**src/rtl/uart_evt_pkg.sv**
```systemverilog
package uart_evt_pkg;

  localparam int unsigned WORD_W = 9;

  typedef enum logic [2:0] {
    FMT_D7  = 3'd0,
    FMT_D7P = 3'd1,
    FMT_D8  = 3'd2,
    FMT_D8P = 3'd3,
    FMT_D9  = 3'd4
  } fmt_e;

  typedef enum logic [2:0] {
    RX_IDLE,
    RX_START,
    RX_DATA,
    RX_PAR,
    RX_STOP
  } rx_state_e;

  // number of data bits carried by a format code
  function automatic logic [3:0] data_bits(input logic [2:0] f);
    case (f)
      FMT_D7, FMT_D7P: data_bits = 4'd7;
      FMT_D9:          data_bits = 4'd9;
      default:         data_bits = 4'd8;
    endcase
  endfunction

  function automatic logic has_parity(input logic [2:0] f);
    has_parity = (f == FMT_D7P) || (f == FMT_D8P);
  endfunction

  // formats that report the frame at the centre of the last bit
  function automatic logic early_report(input logic [2:0] f);
    early_report = (f == FMT_D8P) || (f == FMT_D9);
  endfunction

  // bits before the stop bit: start + data + parity
  function automatic logic [3:0] pre_stop_bits(input logic [2:0] f);
    pre_stop_bits = 4'd1 + data_bits(f) + {3'd0, has_parity(f)};
  endfunction

  // 1 when the parity bit disagrees with the data under the chosen sense
  function automatic logic parity_bad(input logic [WORD_W-1:0] d,
                                      input logic [3:0] nb,
                                      input logic pbit,
                                      input logic odd);
    logic acc;
    acc = 1'b0;
    for (int i = 0; i < WORD_W; i++) begin
      if (i < int'(nb)) acc = acc ^ d[i];
    end
    parity_bad = acc ^ pbit ^ odd;
  endfunction

endpackage

```
**src/rtl/uart_line_sync.sv**
```systemverilog
module uart_line_sync #(
  parameter int unsigned STAGES = 2
) (
  input  logic clk,
  input  logic rst_n,
  input  logic din,
  output logic dout
);
  logic [STAGES-1:0] chain;

  generate
    if (STAGES == 1) begin : g_one
      always_ff @(posedge clk or negedge rst_n) begin
        if (!rst_n) chain <= 1'b1;
        else        chain <= din;
      end
    end else begin : g_many
      always_ff @(posedge clk or negedge rst_n) begin
        if (!rst_n) chain <= '1;
        else        chain <= {chain[STAGES-2:0], din};
      end
    end
  endgenerate

  assign dout = chain[STAGES-1];
endmodule

```
**src/rtl/uart_rx_core.sv**
```systemverilog
module uart_rx_core
  import uart_evt_pkg::*;
#(
  parameter int unsigned OSR = 16
) (
  input  logic              clk,
  input  logic              rst_n,
  input  logic              tick,
  input  logic              rx_s,
  input  logic [2:0]        fmt,
  input  logic              parity_odd,
  output logic              ev_report,
  output logic [WORD_W-1:0] word_now,
  output logic              ev_par_sample,
  output logic              par_wrong,
  output logic              ev_stop_sample,
  output logic              stop_low
);
  localparam int unsigned PH_W = $clog2(OSR);
  localparam logic [PH_W-1:0] MID  = PH_W'(OSR / 2 - 1);
  localparam logic [PH_W-1:0] LAST = PH_W'(OSR - 1);

  rx_state_e          state;
  logic [PH_W-1:0]    phase;
  logic [3:0]         idx;
  logic [WORD_W-1:0]  sh;
  logic [2:0]         fmt_q;
  logic               odd_q;

  logic [3:0] nb;
  logic       at_mid, at_last;
  logic       ev_bit_sample, ev_last_data;

  assign nb      = data_bits(fmt_q);
  assign at_mid  = tick && (phase == MID);
  assign at_last = tick && (phase == LAST);

  assign ev_bit_sample  = at_mid && (state == RX_DATA);
  assign ev_last_data   = ev_bit_sample && (idx == nb - 4'd1);
  assign ev_par_sample  = at_mid && (state == RX_PAR);
  assign ev_stop_sample = at_mid && (state == RX_STOP);

  assign word_now  = ev_bit_sample ? (sh | ({{(WORD_W-1){1'b0}}, rx_s} << idx)) : sh;
  assign par_wrong = parity_bad(sh, nb, rx_s, odd_q);
  assign stop_low  = !rx_s;

  always_comb begin
    if (!early_report(fmt_q))
      ev_report = ev_stop_sample;
    else if (has_parity(fmt_q))
      ev_report = ev_par_sample;
    else
      ev_report = ev_last_data;
  end

  always_ff @(posedge clk or negedge rst_n) begin
    if (!rst_n) begin
      state <= RX_IDLE;
      phase <= '0;
      idx   <= '0;
      sh    <= '0;
      fmt_q <= 3'd0;
      odd_q <= 1'b0;
    end else if (tick) begin
      if (state != RX_IDLE)
        phase <= (phase == LAST) ? '0 : phase + 1'b1;
      case (state)
        RX_IDLE: begin
          if (!rx_s) begin
            state <= RX_START;
            phase <= PH_W'(1);
            idx   <= '0;
            sh    <= '0;
            fmt_q <= fmt;
            odd_q <= parity_odd;
          end
        end
        RX_START: begin
          if (at_mid && rx_s)  state <= RX_IDLE;
          else if (at_last)    state <= RX_DATA;
        end
        RX_DATA: begin
          if (at_mid) sh <= word_now;
          if (at_last) begin
            if (idx == nb - 4'd1) begin
              idx   <= '0;
              state <= has_parity(fmt_q) ? RX_PAR : RX_STOP;
            end else begin
              idx <= idx + 4'd1;
            end
          end
        end
        RX_PAR: begin
          if (at_last) state <= RX_STOP;
        end
        RX_STOP: begin
          if (at_mid) state <= RX_IDLE;
        end
        default: state <= RX_IDLE;
      endcase
    end
  end

  assert_false_start_R2: assert property (@(posedge clk) disable iff (!rst_n)
    (state == RX_START && at_mid && rx_s) |=> (state == RX_IDLE));

  assert_report_before_stop_R4: assert property (@(posedge clk) disable iff (!rst_n)
    (ev_report && early_report(fmt_q)) |-> (state != RX_STOP));

  assert_report_at_stop_R3: assert property (@(posedge clk) disable iff (!rst_n)
    (ev_report && !early_report(fmt_q)) |-> (state == RX_STOP));

endmodule

```
**src/rtl/uart_rx_store.sv**
```systemverilog
module uart_rx_store
  import uart_evt_pkg::*;
(
  input  logic              clk,
  input  logic              rst_n,
  input  logic              ev_report,
  input  logic [WORD_W-1:0] word_now,
  input  logic              ev_par_sample,
  input  logic              par_wrong,
  input  logic              ev_stop_sample,
  input  logic              stop_low,
  input  logic              rd_strobe,
  input  logic              clr_err,
  output logic [WORD_W-1:0] rx_data,
  output logic              rx_full,
  output logic              rx_irq,
  output logic              err_parity,
  output logic              err_frame,
  output logic              err_overrun
);
  logic load_ok, ovr_hit;

  assign load_ok = ev_report && (!rx_full || rd_strobe);
  assign ovr_hit = ev_report && rx_full && !rd_strobe;

  always_ff @(posedge clk or negedge rst_n) begin
    if (!rst_n) begin
      rx_data     <= '0;
      rx_full     <= 1'b0;
      rx_irq      <= 1'b0;
      err_parity  <= 1'b0;
      err_frame   <= 1'b0;
      err_overrun <= 1'b0;
    end else begin
      rx_irq <= ev_report;
      if (load_ok) begin
        rx_data <= word_now;
        rx_full <= 1'b1;
      end else if (rd_strobe) begin
        rx_full <= 1'b0;
      end
      if (ev_par_sample && par_wrong) err_parity <= 1'b1;
      else if (clr_err)               err_parity <= 1'b0;
      if (ev_stop_sample && stop_low) err_frame <= 1'b1;
      else if (clr_err)               err_frame <= 1'b0;
      if (ovr_hit)      err_overrun <= 1'b1;
      else if (clr_err) err_overrun <= 1'b0;
    end
  end

  assert_irq_single_R3: assert property (@(posedge clk) disable iff (!rst_n)
    rx_irq |=> !rx_irq);

  assert_full_after_report_R7: assert property (@(posedge clk) disable iff (!rst_n)
    ev_report |=> (rx_full && rx_irq));

  assert_overrun_keeps_word_R8: assert property (@(posedge clk) disable iff (!rst_n)
    (ev_report && rx_full && !rd_strobe) |=> ($stable(rx_data) && err_overrun));

  assert_frame_flag_source_R5: assert property (@(posedge clk) disable iff (!rst_n)
    $rose(err_frame) |-> $past(ev_stop_sample));

  assert_parity_flag_source_R6: assert property (@(posedge clk) disable iff (!rst_n)
    $rose(err_parity) |-> $past(ev_par_sample));

endmodule

```
**src/rtl/uart_tx_irq.sv**
```systemverilog
module uart_tx_irq
  import uart_evt_pkg::*;
#(
  parameter int unsigned OSR = 16
) (
  input  logic       clk,
  input  logic       rst_n,
  input  logic       tick,
  input  logic [2:0] fmt,
  input  logic       tx_launch,
  output logic       tx_irq,
  output logic       tx_busy
);
  localparam int unsigned PH_W = $clog2(OSR);
  localparam logic [PH_W-1:0] LAST = PH_W'(OSR - 1);

  logic [PH_W-1:0] phase;
  logic [3:0]      bitno;
  logic [3:0]      span_q;
  logic            bit_end, ev_pre_stop;

  assign bit_end     = tick && tx_busy && (phase == LAST);
  assign ev_pre_stop = bit_end && (bitno == span_q - 4'd1);

  always_ff @(posedge clk or negedge rst_n) begin
    if (!rst_n) begin
      tx_busy <= 1'b0;
      tx_irq  <= 1'b0;
      phase   <= '0;
      bitno   <= '0;
      span_q  <= '0;
    end else begin
      tx_irq <= ev_pre_stop;
      if (tx_launch && !tx_busy) begin
        tx_busy <= 1'b1;
        phase   <= '0;
        bitno   <= '0;
        span_q  <= pre_stop_bits(fmt);
      end else if (tick && tx_busy) begin
        phase <= (phase == LAST) ? '0 : phase + 1'b1;
        if (phase == LAST) begin
          if (bitno == span_q) tx_busy <= 1'b0;
          else                 bitno   <= bitno + 4'd1;
        end
      end
    end
  end

  assert_tx_irq_in_frame_R9: assert property (@(posedge clk) disable iff (!rst_n)
    tx_irq |-> tx_busy);

  assert_tx_irq_single_R9: assert property (@(posedge clk) disable iff (!rst_n)
    tx_irq |=> !tx_irq);

  assert_launch_ignored_R11: assert property (@(posedge clk) disable iff (!rst_n)
    (tx_launch && tx_busy && !bit_end) |=> $stable(bitno));

endmodule

```
**src/rtl/uart_evt_rx.sv**
```systemverilog
module uart_evt_rx
  import uart_evt_pkg::*;
#(
  parameter int unsigned OSR         = 16,
  parameter int unsigned SYNC_STAGES = 2
) (
  input  logic       clk,
  input  logic       rst_n,
  input  logic       tick16,
  input  logic       rx_line,
  input  logic [2:0] fmt,
  input  logic       parity_odd,
  input  logic       rd_strobe,
  input  logic       clr_err,
  input  logic       tx_launch,
  output logic [8:0] rx_data,
  output logic       rx_full,
  output logic       rx_irq,
  output logic       err_parity,
  output logic       err_frame,
  output logic       err_overrun,
  output logic       tx_irq,
  output logic       tx_busy
);
  logic              rx_s;
  logic              ev_report, ev_par_sample, ev_stop_sample;
  logic              par_wrong, stop_low;
  logic [WORD_W-1:0] word_now;

  uart_line_sync #(.STAGES(SYNC_STAGES)) u_sync (
    .clk  (clk),
    .rst_n(rst_n),
    .din  (rx_line),
    .dout (rx_s)
  );

  uart_rx_core #(.OSR(OSR)) u_core (
    .clk           (clk),
    .rst_n         (rst_n),
    .tick          (tick16),
    .rx_s          (rx_s),
    .fmt           (fmt),
    .parity_odd    (parity_odd),
    .ev_report     (ev_report),
    .word_now      (word_now),
    .ev_par_sample (ev_par_sample),
    .par_wrong     (par_wrong),
    .ev_stop_sample(ev_stop_sample),
    .stop_low      (stop_low)
  );

  uart_rx_store u_store (
    .clk           (clk),
    .rst_n         (rst_n),
    .ev_report     (ev_report),
    .word_now      (word_now),
    .ev_par_sample (ev_par_sample),
    .par_wrong     (par_wrong),
    .ev_stop_sample(ev_stop_sample),
    .stop_low      (stop_low),
    .rd_strobe     (rd_strobe),
    .clr_err       (clr_err),
    .rx_data       (rx_data),
    .rx_full       (rx_full),
    .rx_irq        (rx_irq),
    .err_parity    (err_parity),
    .err_frame     (err_frame),
    .err_overrun   (err_overrun)
  );

  uart_tx_irq #(.OSR(OSR)) u_tx (
    .clk      (clk),
    .rst_n    (rst_n),
    .tick     (tick16),
    .fmt      (fmt),
    .tx_launch(tx_launch),
    .tx_irq   (tx_irq),
    .tx_busy  (tx_busy)
  );

endmodule

```
**config.mk**
```make
export PLATFORM = sky130hd
export DESIGN_NAME = uart_evt_rx
export DESIGN_NICKNAME = d
export VERILOG_FILES = /design/src/rtl/uart_evt_pkg.sv /design/src/rtl/uart_line_sync.sv /design/src/rtl/uart_rx_core.sv /design/src/rtl/uart_rx_store.sv /design/src/rtl/uart_tx_irq.sv /design/src/rtl/uart_evt_rx.sv
export SDC_FILE = /design/constraint.sdc
export NUM_CORES = 1
export LEC_CHECK = 0
export CAP_MARGIN = 10
export CORE_UTILIZATION = 57
export CTS_CLUSTER_DIAMETER = 150
export DETAILED_ROUTE_END_ITERATION = 8
export PLACE_DENSITY = 0.79
export SYNTH_ARGS = -nofsm -noshare
export SYNTH_HDL_FRONTEND = slang
export SYNTH_SLANG_ARGS = --single-unit
```
**constraint.sdc**
```tcl
create_clock -name clk -period 2.1 [get_ports clk]
set_clock_uncertainty 0.05 [all_clocks]
set_input_delay 0.315 -clock clk [delete_from_list [all_inputs] [get_ports clk]]
set_output_delay 0.315 -clock clk [all_outputs]
set_load 0.03 [all_outputs]
```
# After elaboration in Yosys (flattened, before gate mapping)
# Index checks and enable logic that the tools add are counted.
[totals]
regBits = 54
output_inout_bits = 16
elab_cells = 168
[classes]
add_sub_neg = 8
n_lt_le_gt_ge = 9
eq_ne = 24
shifts = 1
mux = 52
bitwise = 12
reduce_logical = 44
[op_table]
columns = ["operator", "count"]
rows = [
  ["4-bit two-way mux", 15],
  ["9-bit two-way mux", 3],
  ["3-bit two-way mux", 8],
  ["4-bit case mux with 2 select lines", 3],
  ["1-bit two-way mux", 21],
  ["9-bit case mux with 2 select lines", 1],
  ["4-bit by 1-bit adder with 4-bit output, second input constant", 4],
  ["1-bit logical AND", 16],
  ["3-bit by 4-bit < comparator with 1-bit output, first input constant", 4],
  ["2-bit nonzero test", 8],
  ["3-bit case mux with 5 select lines", 1],
  ["3-bit by 2-bit == test with 1-bit output, second input constant", 4],
  ["4-bit == test", 3],
  ["2-bit by 1-bit inequality test with 1-bit output, second input constant", 5],
  ["1-bit XOR", 10],
  ["3-bit by 1-bit == test with 1-bit output, second input constant", 3],
  ["3-bit == test, second input constant", 3],
  ["3-bit logical NOT", 3],
  ["9-bit OR", 1],
  ["3-bit AND reduction", 3],
  ["1-bit by 4-bit << shifter with 9-bit output", 1],
  ["4-bit == test, second input constant", 2],
  ["1-bit by 4-bit < comparator with 1-bit output, first input constant", 2],
  ["2-bit by 4-bit < comparator with 1-bit output, first input constant", 2],
  ["14 further kinds", 24],
]

# Longest topological paths before layout
[logic_depth]
word_depth = 25
ltp_mapped = 7
mapped_depth_nobuf = 6

# Modules after synthesis
# Synthesis repeated with hierarchy kept, for this count alone.
[hier_totals]
cells_unflattened = 288
area_unflattened_um2 = 2941.6
[modules_own_cells]
columns = ["mod", "n_inst", "cells_each", "area_each_um2", "seq_area_each_um2"]
rows = [
  ["uart_rx_core", 1, 171, 1580.3, 600.6],
  ["uart_tx_irq", 1, 80, 789.5, 350.3],
  ["uart_rx_store", 1, 35, 519.2, 350.3],
  ["uart_line_sync", 1, 2, 52.6, 52.6],
]

# Least setup slack after synthesis
# Ideal clock, no wire load.
[synth_path]
path_type = "reg2reg"
from = "register u_core.state[0]"
to = "register u_core.fmt_q[1]"
arrival_ns = 1.662
t_required_ns = 1.923
slack_ns = 0.261
stages_incl_launch_ff = 7
n_path_buf = 2
synth_period_minus_slack_ns = 1.839
cell_sequence = "dfrtp_1 or3_1 buf_2 nor2_2 and2_2 buf_4 mux2_1"
[synth_between]
elab_chain_cells = 2
[synth_rtl]
columns = ["element", "line", "rtl"]
rows = [
  ["start, declared", "uart_rx_core.sv:23", "rx_state_e state;"],
  ["start signal, assigned", "uart_rx_core.sv:87", "state <= has_parity(fmt_q) ? RX_PAR : RX_STOP;"],
  ["3-bit logical NOT", "uart_rx_core.sv:67", "case (state)"],
  ["3-bit AND reduction (no line)", "n/a", ""],
  ["end signal, assigned", "uart_rx_core.sv:74", "fmt_q <= fmt;"],
  ["end, declared", "uart_rx_core.sv:27", "logic [2:0] fmt_q;"],
]
# Every way passes these cells.
# A chain may end at the register's enable or synchronous reset.

# Worst setup path in the final report
[layout_path]
from = "register u_core.idx[1]"
to = "register u_store.rx_data[1]"
[layout_between]
elab_chain_cells = 5
elab_cells_between_ends = 8
classes_between = "eq/ne (1); shift (1); mux (3); bitwise (1); reduce/logical (2)"
[layout_rtl]
columns = ["element", "line", "rtl"]
rows = [
  ["start, declared", "uart_rx_core.sv:25", "logic [3:0] idx;"],
  ["start signal, assigned", "uart_rx_core.sv:89", "idx <= idx + 4'd1;"],
  ["4-bit == test", "uart_rx_core.sv:39", "assign ev_last_data = ev_bit_sample && (idx == nb - 4'd1);"],
  ["1-bit logical AND", "uart_rx_core.sv:39", ""],
  ["1-bit two-way mux", "uart_rx_core.sv:50", "else if (has_parity(fmt_q))"],
  ["1-bit two-way mux", "uart_rx_core.sv:48", "if (!early_report(fmt_q))"],
  ["1-bit logical AND", "uart_rx_store.sv:23", "assign load_ok = ev_report && (!rx_full || rd_strobe);"],
  ["end signal, assigned", "uart_rx_store.sv:37", "rx_data <= word_now;"],
  ["end, declared", "uart_rx_store.sv:14", "output logic [WORD_W-1:0] rx_data,"],
]
# Parallel ways exist; a longest one is shown, timed or not.

==> metrics <==
CTS Hold Buffers Added=0; number of global-route vias before repair=1928; Final Setup Violations=0; filler cell count=373; I/O pins=27; final std cells w/o fill=373; end of the worst register-to-register path=u_store.rx_data[1]; HP Class=input port to async pin; flip-flop and latch count after synthesis=54; Critical Path Sink Type=flip-flop; total gr overflow=0; number of input and output port buffers inserted=26; highest-count cells in the layout ignoring fill and taps=sky130_fd_sc_hd__dfrtp_1, sky130_fd_sc_hd__clkdlybuf4s50_1, sky130_fd_sc_hd__nor2_1; sequential share of the synthesized area=0.480; floorplan die area=0.00524 mm^2; hpwl dp=3.92 mm; diode insertion count for antenna repair=0; area of the core=0.00475 mm^2; WL per Instance=14.7 um; Post-Syn Area per Cell=10.4 um^2; Die W=72.4 um; synthesis warning total=0; H-tree levels=2; outcome=completed; violation count after the first detailed-route iteration=113; beginning of the worst register-to-register path=u_core.idx[1]; clock tree from TritonCTS=yes; CTS Root Cell=sky130_fd_sc_hd__clkbuf_8; Maximum Capacitance Violations=0; actual transition at the worst max-transition pin=0.664 ns; Die Y-Extent=72.4 um; Critical Path RT=2.26 ns; number of antenna violations at the first check in global routing=0; Util after Layout=0.692; number of instances in the placed design=365; worst-case register-to-register setup slack=0.11 ns; maximum frequency from static timing analysis=0.502 GHz; most frequently used flop master after synthesis=sky130_fd_sc_hd__dfrtp_1; initial core utilization=0.594; hold slack final=0.0475 ns; EDFF count, synth=0; wire length of the first global-routing pass=9.13 mm; cell with the biggest individual delay on the critical path=sky130_fd_sc_hd__dfrtp_1; post-route design area=0.00329 mm^2; post-route DRC violation count=0; power density over cell area=785 mW/mm^2; CTS clock-pin slew for the worst setup and hold paths=0.10 ns; Startpoint Class=flip-flop; largest net degree at the start of global routing=55; routability congestion estimate=0.866; peak ir drop on the vdd network=0.000618 V; number of buffers on the longest clock path=2; clock insertion delay at the later pin of the skew report=0.31 ns; Via Count=2051; total detailed-routing wirelength=5.47 mm; Lkg Pwr=1.51 nW; max-slew violations=0; multi-input gate area in the final layout=0.00136 mm^2; number of distinct library cells after synthesis=56; Data arrival, critical path=2.16 ns; worst-case setup margin in the final layout=0.108 ns; number of placement rows=25; detailed-route vias per instance=5.50; setup slack after placement=0.00758 ns; total power after layout=2.58 mW; Tcrit/Tclk final=0.949; ANT nets after route=0; Final Net Count=322; ratio of cells with drive above 1 in the final layout=0.134; highest fanout seen on the critical path=9; worst relative slew slack=0.557; register cell area after layout=0.00135 mm^2; setup tns final=0 ns; stage delay of the slowest cell on the critical path=0.51 ns; Post-Syn Nets=289; min Tclk post-route=1.99 ns; area growth from synthesis to final layout=16.5%; classification of the worst setup path=flip-flop to flip-flop; final number of hold-violating endpoints=0; cell breakdown of the critical path=and3b_1 -> o311a_1 -> o211ai_2 -> a21boi_2 -> buf_12 -> mux2i_1; number of cells on the worst reg-to-reg path=6; cell count after synthesis=272; asr flop ratio synth=1.00; dpl cell area=0.00319 mm^2; Clock Sinks=54; Post-Synthesis Cell Area=0.00282 mm^2; most common cell after layout, fill and taps aside=sky130_fd_sc_hd__dfrtp_1; CTS Buf Count=5; setup repair after global routing missed its margin=no; global-route total usage across every layer=0.230; First-pass DRT Iterations=4
## what timing repair did
action | in CTS | in global routing
setup buffers | 0 | 0
setup endpoints to repair | 0 | 5
gates resized for setup | 0 | 2
## synthesized netlist by cell type, types with 7 or more instances
library cell | n | area (um^2)
sky130_fd_sc_hd__o21ai_0 | 9 | 45.0
sky130_fd_sc_hd__dfrtp_1 | 52 | 1300
sky130_fd_sc_hd__nand3_1 | 12 | 60.1
sky130_fd_sc_hd__xor2_1 | 7 | 61.3
sky130_fd_sc_hd__a22o_1 | 7 | 61.3
sky130_fd_sc_hd__nand2_1 | 20 | 75.1
sky130_fd_sc_hd__mux2i_1 | 10 | 100
sky130_fd_sc_hd__a21oi_1 | 13 | 65.1
sky130_fd_sc_hd__xnor2_1 | 14 | 123
sky130_fd_sc_hd__nor2_1 | 22 | 82.6
sky130_fd_sc_hd__inv_1 | 19 | 71.3
## where the power goes
part           total, mW  internal [mW]  switching, mW  leakage (nW)
combinational      0.619          0.319          0.300         0.807
sequential          1.37           1.17          0.199         0.652
clock              0.590          0.267          0.323        0.0482
total               2.58           1.76          0.821          1.51
## cell families after synthesis
family / share of synthesized area
AOI/OAI and AO/OA: 0.135
DFF: 0.480
muxes: 0.0634
and+or+nand+nor: 0.188
adders and majority gates: 0.0266
buffers and inverters: 0.0426
xor gates and xnor gates: 0.0652
## routing by layer
layer | GRT usage | part of all wire | up-vias
met4 | 0.0980 | 0.017 | 0
met2 | 0.342 | 0.47 | 45
li1 | - | - | 1013
met3 | 0.0306 | 0.035 | 9
met5 | 0 | 0 | -
met1 | 0.339 | 0.48 | 984
## state kept, by name (all words and copies together) (netlist names), 2 cells and up
name             flops
u_core.sh            9
u_core.phase         4
u_core.idx           4
u_core.state         3
u_tx.bitno           4
u_store.rx_data      9
u_tx.span_q          4
u_sync.chain         2
u_tx.phase           4
u_core.fmt_q         3
## cell type report
cell class,instances,area share
Clock buffer,7,0.0262
Clock inverter,1,0.00152
Inverter,20,0.0228
Multi-Input combinational cell,190,0.413
Sequential cell,54,0.412
Tap cell,67,0.0255
Timing Repair Buffer,34,0.0997
## worst max-delay path: cells and delay by family, from the launching register on
kind / cells / cell delay (ns)
multiplexers: 1 / 0.22
buffers and inverters: 1 / 0.16
flip-flops: 1 / 0.51
AO/OA/AOI/OAI: 3 / 0.68
AND/OR/NAND/NOR: 1 / 0.28
## worst max path at each step
| stage | startpoint | endpoint | slack, ns | depth (start not counted) |
|---|---|---|---|---|
| 3_5_place_dp | tick16 | u_store.rx_data[7] | 0.008 | 7 |
| 6_report | u_core.idx[1] | u_store.rx_data[1] | 0.11 | 6 |
| 5_1_grt | u_core.idx[1] | u_store.rx_data[1] | 0.04 | 6 |
| 3_3_place_gp | tick16 | u_store.rx_data[6] | 0.08 | 7 |
| 4_1_cts | u_core.state[1] | u_store.rx_data[1] | 0.13 | 6 |
| 2_1_floorplan | u_core.state[0] | u_core.fmt_q[1] | 0.26 | 6 |
No activity file was read; power rests on OpenSTA's default activity.
